File: src/rtl/sar_pkg.sv
// Shared types for the successive-approximation sequencer.
package sar_pkg;
    // Sequencer phase: idle, deciding bits, committing the result.
    typedef enum logic [1:0] {
        PH_IDLE  = 2'd0,
        PH_RUN   = 2'd1,
        PH_FINAL = 2'd2
    } phase_t;
endpackage

File: src/rtl/sar_cmp_reg.sv
// Registers the asynchronous-looking comparator decision.
// Assumes: the comparator output settles within one clock of a trial change.
module sar_cmp_reg (
    input  logic clk,
    input  logic rst_n,
    input  logic cmp_i,
    output logic cmp_q_o
);
    // Capture the decision for the trial presented in the current cycle.
    always_ff @(posedge clk) begin
        if (!rst_n) cmp_q_o <= 1'b0;
        else        cmp_q_o <= cmp_i;
    end
endmodule

File: src/rtl/sar_bit_walker.sv
// Phase control and one-hot pointer to the bit under test.
// Assumes: start and abort are synchronous to clk; abort has priority.
module sar_bit_walker
    import sar_pkg::*;
#(
    parameter int W = 10
) (
    input  logic         clk,
    input  logic         rst_n,
    input  logic         start_i,
    input  logic         abort_i,
    output logic [W-1:0] mask_o,
    output logic [W-1:0] prev_mask_o,
    output logic         launch_o,
    output logic         busy_o,
    output logic         final_o
);
    localparam logic [W-1:0] TOP_BIT = {1'b1, {(W-1){1'b0}}};

    phase_t       phase_q;
    logic [W-1:0] mask_q;
    logic [W-1:0] prev_q;

    // Decode the phase into control strobes.
    always_comb begin
        busy_o   = (phase_q != PH_IDLE);
        launch_o = (phase_q == PH_IDLE) && start_i && !abort_i;
        final_o  = (phase_q == PH_FINAL) && !abort_i;
    end

    // Advance the pointer one weight per clock and sequence the phases.
    always_ff @(posedge clk) begin
        if (!rst_n) begin
            phase_q <= PH_IDLE;
            mask_q  <= '0;
            prev_q  <= '0;
        end else begin
            case (phase_q)
                PH_IDLE: begin
                    if (launch_o) begin
                        phase_q <= PH_RUN;
                        mask_q  <= TOP_BIT;
                        prev_q  <= '0;
                    end
                end
                PH_RUN: begin
                    if (abort_i) begin
                        phase_q <= PH_IDLE;
                        mask_q  <= '0;
                        prev_q  <= '0;
                    end else begin
                        prev_q <= mask_q;
                        mask_q <= mask_q >> 1;
                        if (mask_q[0]) phase_q <= PH_FINAL;
                    end
                end
                default: begin
                    phase_q <= PH_IDLE;
                    mask_q  <= '0;
                    prev_q  <= '0;
                end
            endcase
        end
    end

    assign mask_o      = mask_q;
    assign prev_mask_o = prev_q;


    step_order_chk: assert property (@(posedge clk) disable iff (!rst_n)
        (phase_q == PH_RUN && !abort_i) |=> (mask_q == ($past(mask_q) >> 1)));

    abort_idle_chk: assert property (@(posedge clk) disable iff (!rst_n)
        (busy_o && abort_i) |=> !busy_o);
endmodule

File: src/rtl/sar_code_reg.sv
// Holds the decided bits and forms the trial code for the DAC.
// Assumes: the registered comparator bit refers to the bit tested last cycle.
module sar_code_reg #(
    parameter int W = 10
) (
    input  logic         clk,
    input  logic         rst_n,
    input  logic         clear_i,
    input  logic         busy_i,
    input  logic         cmp_q_i,
    input  logic [W-1:0] mask_i,
    input  logic [W-1:0] prev_mask_i,
    output logic [W-1:0] trial_o
);
    localparam logic [W-1:0] TOP_BIT = {1'b1, {(W-1){1'b0}}};

    logic [W-1:0] code_q;
    logic [W-1:0] resolved;

    // Apply last cycle's decision: node above trip point removes that weight.
    always_comb begin
        resolved = cmp_q_i ? (code_q & ~prev_mask_i) : code_q;
        trial_o  = resolved | mask_i;
    end

    // Keep the resolved bits while the search runs; clear on launch.
    always_ff @(posedge clk) begin
        if (!rst_n)      code_q <= '0;
        else if (clear_i) code_q <= '0;
        else if (busy_i)  code_q <= trial_o;
    end


    msb_first_chk: assert property (@(posedge clk) disable iff (!rst_n)
        $rose(busy_i) |-> (trial_o == TOP_BIT));

    low_bits_clear_chk: assert property (@(posedge clk) disable iff (!rst_n)
        (busy_i && mask_i != '0) |-> ((trial_o & (mask_i - 1'b1)) == '0));
endmodule

File: src/rtl/sar_result_reg.sv
// Output data register and done pulse.
// Assumes: commit is asserted for at most one cycle per conversion.
module sar_result_reg #(
    parameter int W = 10
) (
    input  logic         clk,
    input  logic         rst_n,
    input  logic         commit_i,
    input  logic [W-1:0] code_i,
    output logic [W-1:0] result_o,
    output logic         done_o
);
    // Latch the final code and pulse done in the same edge.
    always_ff @(posedge clk) begin
        if (!rst_n) begin
            result_o <= '0;
            done_o   <= 1'b0;
        end else begin
            done_o <= commit_i;
            if (commit_i) result_o <= code_i;
        end
    end


    done_pulse_chk: assert property (@(posedge clk) disable iff (!rst_n)
        done_o |=> !done_o);

    result_hold_chk: assert property (@(posedge clk) disable iff (!rst_n)
        !done_o |-> $stable(result_o));
endmodule

File: src/rtl/sar_sequencer.sv
// Top of the successive-approximation sequencer: one bit decision per clock,
// MSB first, result committed with a single-cycle done pulse.
// Assumes: external DAC and comparator; cmp_above_i high means node above trip.
module sar_sequencer #(
    parameter int W = 10
) (
    input  logic         clk,
    input  logic         rst_n,
    input  logic         start_i,
    input  logic         abort_i,
    input  logic         cmp_above_i,
    output logic [W-1:0] trial_o,
    output logic         busy_o,
    output logic         done_o,
    output logic [W-1:0] result_o
);
    logic [W-1:0] mask;
    logic [W-1:0] prev_mask;
    logic         launch;
    logic         commit;
    logic         cmp_q;

    sar_cmp_reg u_cmp (
        .clk     (clk),
        .rst_n   (rst_n),
        .cmp_i   (cmp_above_i),
        .cmp_q_o (cmp_q)
    );

    sar_bit_walker #(.W(W)) u_walk (
        .clk         (clk),
        .rst_n       (rst_n),
        .start_i     (start_i),
        .abort_i     (abort_i),
        .mask_o      (mask),
        .prev_mask_o (prev_mask),
        .launch_o    (launch),
        .busy_o      (busy_o),
        .final_o     (commit)
    );

    sar_code_reg #(.W(W)) u_code (
        .clk         (clk),
        .rst_n       (rst_n),
        .clear_i     (launch),
        .busy_i      (busy_o),
        .cmp_q_i     (cmp_q),
        .mask_i      (mask),
        .prev_mask_i (prev_mask),
        .trial_o     (trial_o)
    );

    sar_result_reg #(.W(W)) u_res (
        .clk      (clk),
        .rst_n    (rst_n),
        .commit_i (commit),
        .code_i   (trial_o),
        .result_o (result_o),
        .done_o   (done_o)
    );
endmodule

File: config.mk
export PLATFORM = sky130hd
export DESIGN_NAME = sar_sequencer
export DESIGN_NICKNAME = d
export VERILOG_FILES = /design/src/rtl/sar_pkg.sv /design/src/rtl/sar_cmp_reg.sv /design/src/rtl/sar_bit_walker.sv /design/src/rtl/sar_code_reg.sv /design/src/rtl/sar_result_reg.sv /design/src/rtl/sar_sequencer.sv
export SDC_FILE = /design/constraint.sdc
export NUM_CORES = 1
export LEC_CHECK = 0
export ABC_AREA = 1
export CELL_PAD_IN_SITES_DETAIL_PLACEMENT = 1
export CELL_PAD_IN_SITES_GLOBAL_PLACEMENT = 2
export CORE_ASPECT_RATIO = 1.75
export CORE_MARGIN = 8
export CORE_UTILIZATION = 30
export DETAILED_ROUTE_END_ITERATION = 6
export DONT_BUFFER_PORTS = 1
export PLACE_DENSITY = 0.8
export SYNTH_ARGS = -nofsm -noshare
export SYNTH_HDL_FRONTEND = slang
export SYNTH_SLANG_ARGS = --single-unit
File: constraint.sdc
create_clock -name clk -period 0.9 [get_ports clk]
set_input_delay 0.18 -clock clk [delete_from_list [all_inputs] [get_ports clk]]
set_output_delay 0.18 -clock clk [all_outputs]
set_load 0.005 [all_outputs]
# Word-level counts from Yosys, hierarchy flattened
# Cells that the tools add are included.
dict set report classes {
  add_sub_neg 0
  mul 0
  div 0
  magnitude_cmp 0
  eq_ne 4
  shifts 0
  muxes 11
  bitwise_logic 4
  n_reduce_logical 8
}
# operator n
set ops {}
lappend ops {{2-to-1 mux 10 bit} 4}
lappend ops {{case mux 10 bit (2 select lines)} 2}
lappend ops {{bitwise AND 10 bit} 1}
lappend ops {{NOT 10 bit} 1}
lappend ops {{bitwise OR 10 bit} 1}
lappend ops {{2-to-1 mux 9 bit} 1}
lappend ops {{2-to-1 mux 2 bit} 3}
lappend ops {{case mux 2 bit (2 select lines)} 1}
lappend ops {{logical AND 1 bit} 3}
lappend ops {{inequality test 3 x 2 -> 1 bit (second input constant)} 1}
lappend ops {{== test 2 x 1 -> 1 bit (second input constant)} 1}
lappend ops {{== test 2 bit (second input constant)} 1}
lappend ops {{logical NOT 2 bit} 1}
lappend ops {{inequality test 2 bit (second input constant)} 1}
lappend ops {{AND reduction 2 bit} 1}
lappend ops {{nonzero test 2 bit} 1}
lappend ops {{OR reduction 2 bit} 1}
lappend ops {{logical NOT 1 bit} 1}
lappend ops {{NOT 1 bit} 1}
dict set report totals {
  regBits 44
  latchBits 0
  ramBits 0
  rom_bits 0
  inputBits 5
  out_inout_bits 22
  word_cells 34
  mem_count 0
}

# Depth between registers and ports, before layout
dict set report logic_depth {
  word_depth 5
  depth_mapped 6
  ltp_nobuf 6
}

# Cells and area by module
# A second synthesis with hierarchy kept.
dict set report hier_totals {
  hier_cells 268
  area_unflattened_um2 1876.8
}
# module instances cells_each area_per_inst_um2 seq_area_each_um2
set modules_own_cells {}
lappend modules_own_cells {sar_bit_walker 1 94 822.0 420.4}
lappend modules_own_cells {sar_code_reg 1 105 581.8 200.2}
lappend modules_own_cells {sar_result_reg 1 66 445.4 220.2}
lappend modules_own_cells {sar_cmp_reg 1 3 27.5 20.0}

# Worst setup path before layout
# OpenSTA, ideal clock, no wires.
dict set report synth_path {
  path_kind {reg2reg}
  startpoint {register u_walk.phase_q[1]}
  endpoint {register u_code.code_q[0]}
  setup_time_ns 0.113
  arrival_time_ns 0.844
  required_time_ns 0.787
  path_slack_ns -0.057
  stages_incl_launch_ff 6
  path_buffers 2
  synth_period_minus_slack_ns 0.957
  cell_sequence {dfxtp_1 -> nor2_4 -> buf_6 -> buf_6 -> nor2_1 -> nor2_1}
}
dict set report synth_between {
  elab_chain_cells 4
  elab_cells_between_ends 5
  cone_classes {reduce/logical: 5}
}
# element line
set synth_lines {}
lappend synth_lines {{start: declaration} sar_bit_walker.sv:20} ;# phase_t phase_q;
lappend synth_lines {{start signal: assignment} sar_bit_walker.sv:34} ;# phase_q <= PH_IDLE;
lappend synth_lines {{start signal: assignment} sar_bit_walker.sv:41} ;# phase_q <= PH_RUN;
lappend synth_lines {{start signal: assignment} sar_bit_walker.sv:48} ;# phase_q <= PH_IDLE;
lappend synth_lines {{logical NOT 2 bit} sar_bit_walker.sv:27} ;# launch_o = (phase_q == PH_IDLE) && start_i && !abort_i;
lappend synth_lines {{logical AND 1 bit (2 in series)} sar_bit_walker.sv:27}
lappend synth_lines {{OR reduction 2 bit (no source line)} --}
lappend synth_lines {{end signal: assignment} sar_code_reg.sv:30} ;# else if (busy_i) code_q <= trial_o;
lappend synth_lines {{end: declaration} sar_code_reg.sv:17} ;# logic [W-1:0] code_q;
# Several ways; a longest one is shown, not always the timed one.
# A chain may end at the register's enable or synchronous reset.

# Worst setup path in the final report
dict set report layout_path {
  startpoint {register u_cmp.cmp_q_o}
  endpoint {output port trial_o[4]}
}
dict set report layout_between {
  elab_chain_cells 2
}
# element line
set layout_lines {}
lappend layout_lines {{start: declaration} sar_cmp_reg.sv:7} ;# output logic cmp_q_o
lappend layout_lines {{start signal: assignment} sar_cmp_reg.sv:12} ;# else cmp_q_o <= cmp_i;
lappend layout_lines {{2-to-1 mux 10 bit} sar_code_reg.sv:22} ;# resolved = cmp_q_i ? (code_q & ~prev_mask_i) : code_q;
lappend layout_lines {{bitwise OR 10 bit} sar_code_reg.sv:23} ;# trial_o = resolved | mask_i;
lappend layout_lines {{end: declaration} sar_sequencer.sv:12} ;# output logic [W-1:0] trial_o,
# No other way between the ends.

==> impl_metrics.env <==
export IMPL_arrival_ps=1170
export IMPL_port_buffers=0
export IMPL_status="finished, violations left"
export IMPL_startpoint_type="flop"
export IMPL_synth_top_area_share_pct=47.38
export IMPL_cts_buffer_depth=2
export IMPL_path_cells="clkbuf_16 -> nand2_4 -> nand2_2 -> nand2_2 -> buf_6"
export IMPL_numCtsBuffers=5
export IMPL_synth_compound_area_share_pct=4.845
export IMPL_grt_use_total_pct=14.88
export IMPL_syn_nets=281
export IMPL_hpwlAfterDp_um=3597
export IMPL_period_share_pct=149.5
export IMPL_rsz0062_at_grt="true"
export IMPL_violations="hold timing, setup timing"
export IMPL_yosys_warnings=0
export IMPL_worst_slew_pin_transition_ps=468.3
export IMPL_io_pins=27
export IMPL_cts_sinks=44
export IMPL_muxShareOfSynthArea_pct=0
export IMPL_setup_viol=54
export IMPL_yosys_area_share_xor_xnor_pct=0
export IMPL_max_stage_delay_ps=380
export IMPL_area_delta_synth_final_pct=65.48
export IMPL_synth_seq_cells=44
export IMPL_async_flop_share_pct=0
export IMPL_fp_dieW_um=75.51
export IMPL_synth_largest_area_cell="dfxtp_1"
export IMPL_dieHeight_um=120.1
export IMPL_setup_tns_ps=-14440
export IMPL_grt_max_degree=26
export IMPL_hold_end="u_res.result_o[0]"
export IMPL_worstSetupEndpointType="output port"
export IMPL_reg2reg_from="u_walk.phase_q[0]"
export IMPL_crit_top_cell="nand2_2"
export IMPL_synthSimpleGateAreaFrac_pct=35.80
export IMPL_drt_initial_drc_count=86
export IMPL_layout_drive_gt1_share_pct=52.88
export IMPL_synth_cell_area_sq_um=1859
export IMPL_setup_ws_ps=-445.4
export IMPL_num_antenna_cells=0
export IMPL_nets=316
export IMPL_overflow=0
export IMPL_reg2reg_slack_ps=-280
export IMPL_hp_class="input port to flop"
export IMPL_routedWlPerCell_um=17.70
export IMPL_avgSynthCellArea_sq_um=6.737
export IMPL_synth_cell_types=15
export IMPL_reg2regPathDepth=7
export IMPL_grt_first_pass_wirelength_um=10100
export IMPL_clock_latency_ps=320
export IMPL_clockRootBuffer="clkbuf_8"
export IMPL_synthAdderAreaFrac_pct=0
export IMPL_worstSetupPathType="flop to output port"
export IMPL_synth_commonest_cells="nand2_1, nor2_1, dfxtp_1"
export IMPL_finalMaxSlewViolations=0
export IMPL_first_pass_iters=4
export IMPL_critPathTopFamily="flip-flops"
export IMPL_hold_start="rst_n"
export IMPL_coreArea_sq_um=6086
export IMPL_netlist_instances=276
export IMPL_yosysMostFrequentCell="nand2_1"
export IMPL_crit_fanout=5
export IMPL_ir_drop_v=0.0007506
export IMPL_start_util_pct=30.55
export IMPL_synthFlopType="dfxtp_1"
export IMPL_fillers=739
export IMPL_die_area_sq_um=9072
export IMPL_critPathBufInv=2
export IMPL_ys_top_cells_by_area="dfxtp_1, nand2_1, nor2_1"
export IMPL_fin_hold_ws_ps=-26.69
export IMPL_antenna_found_initial=0
export IMPL_gp_congestion=0.7559
export IMPL_dp_cells=361
export IMPL_h_tree_depth=2
export IMPL_vias=1877
export IMPL_rows=38
export IMPL_leakagePower_nw=1.397
export IMPL_layout_cells_non_filler=392
export IMPL_remaining_drc_errors=0
export IMPL_min_delay_path_depth=2
export IMPL_place_area_sq_um=2073
export IMPL_clock_skew_ps=4.612
export IMPL_stdcell_area_sq_um=3077
export IMPL_cts_hold_buf=1
export IMPL_synth_top_family_by_area="simple AND/OR/NAND/NOR gates"
export IMPL_totalWireLength_um=6940
export IMPL_slowest_stage="dfxtp_4"
export IMPL_cellPowerDensity_nw_per_um2=1287
export IMPL_drv_cap=0
export IMPL_r2r_end="u_code.code_q[0]"
export IMPL_max_slew_margin_rel_pct=68.74
export IMPL_cts_tree="done"
export IMPL_grt_pass1_vias=2004
export IMPL_place_ws_ps=-128.4
export IMPL_synth_edf_count=0
export IMPL_max_freq_mhz=743.3
export IMPL_hold_viol=21
export IMPL_period_minus_slack_ps=1345
export IMPL_cp_required_ps=720
export IMPL_synth_yosys_seq_area_share_pct=47.38
export IMPL_antenna_left=0
export IMPL_path_clk_slew_ps=90
export IMPL_via_per_inst=4.788
stage by stage:
step	total power, mW	utilization (%)
final	3.961	50.56
after global routing	4.098	50.56
after CTS	3.883	45.50
after detailed placement	2.342	34.07
after global placement	2.333	34.07
after floorplan	2.241	-
worst max path at each step:
stage               cells past startpoint               from    endpoint
global placement                        5      u_cmp.cmp_q_o  trial_o[6]
finish                                  5      u_cmp.cmp_q_o  trial_o[4]
detailed placement                      5      u_cmp.cmp_q_o  trial_o[6]
global route                            5      u_cmp.cmp_q_o  trial_o[4]
floorplan                               4  u_walk.phase_q[1]      busy_o
CTS                                     5      u_cmp.cmp_q_o  trial_o[6]
final cells by class:
| class | count | area (sq um) | share of cell area [%] |
|---|---|---|---|
| inverters | 37 | 143.9 | 4.677 |
| clock buffers | 6 | 82.58 | 2.684 |
| well taps | 80 | 100.1 | 3.253 |
| multi-input cells | 181 | 1265 | 41.11 |
| clock inverters | 2 | 10.01 | 0.3253 |
| repair buffers | 42 | 583.1 | 18.95 |
| flip-flops and latches | 44 | 892.1 | 29.00 |
power breakdown:
part,switching (mW),internal (mW),total [mW]
Combinational,0.316,0.277,0.592
Clock,0.758,0.614,1.37
Sequential,0.0257,1.97,2.00
Total,1.10,2.86,3.96
cells by family (layout without fill, tap and decap cells):
family                 after synthesis  in the layout
buffers and inverters               51             87
DFF                                 44             44
and+or+nand+nor                    163            163
AOI/OAI and AO/OA                   18             18
registers in the layout, summed over array words and instances, names as in the netlist:
signal	cells
u_walk.mask_o	10
u_res.result_o	10
u_walk.prev_mask_o	10
u_code.code_q	10
u_res.done_o	1
u_cmp.cmp_q_o	1
u_walk.phase_q	2
layer usage:
layer	part of all wire (%)	global-route usage (%)
met1	35	14.84
met2	56	26.72
met3	4.1	3.926
met4	4.1	7.385
met5	0	0
placed cells by master (no fill, tap or decap), types with 17 or more instances in the layout:
cell type / instances
a21oi_2: 17
nor2_1: 39
buf_6: 18
dfxtp_1: 41
nand2_2: 35
nand3_2: 18
inv_1: 34
nand2_1: 22
nand2_4: 21
timing repair:
item / CTS / global route
setup buffers: 11 / 9
pin swaps: 28 / 32
resized for setup: 103 / 74
endpoints found under the hold margin: 23 / 21
gates cloned: 6 / 1
setup endpoints to repair: 53 / 54
Power figures use the tool's default switching activity.
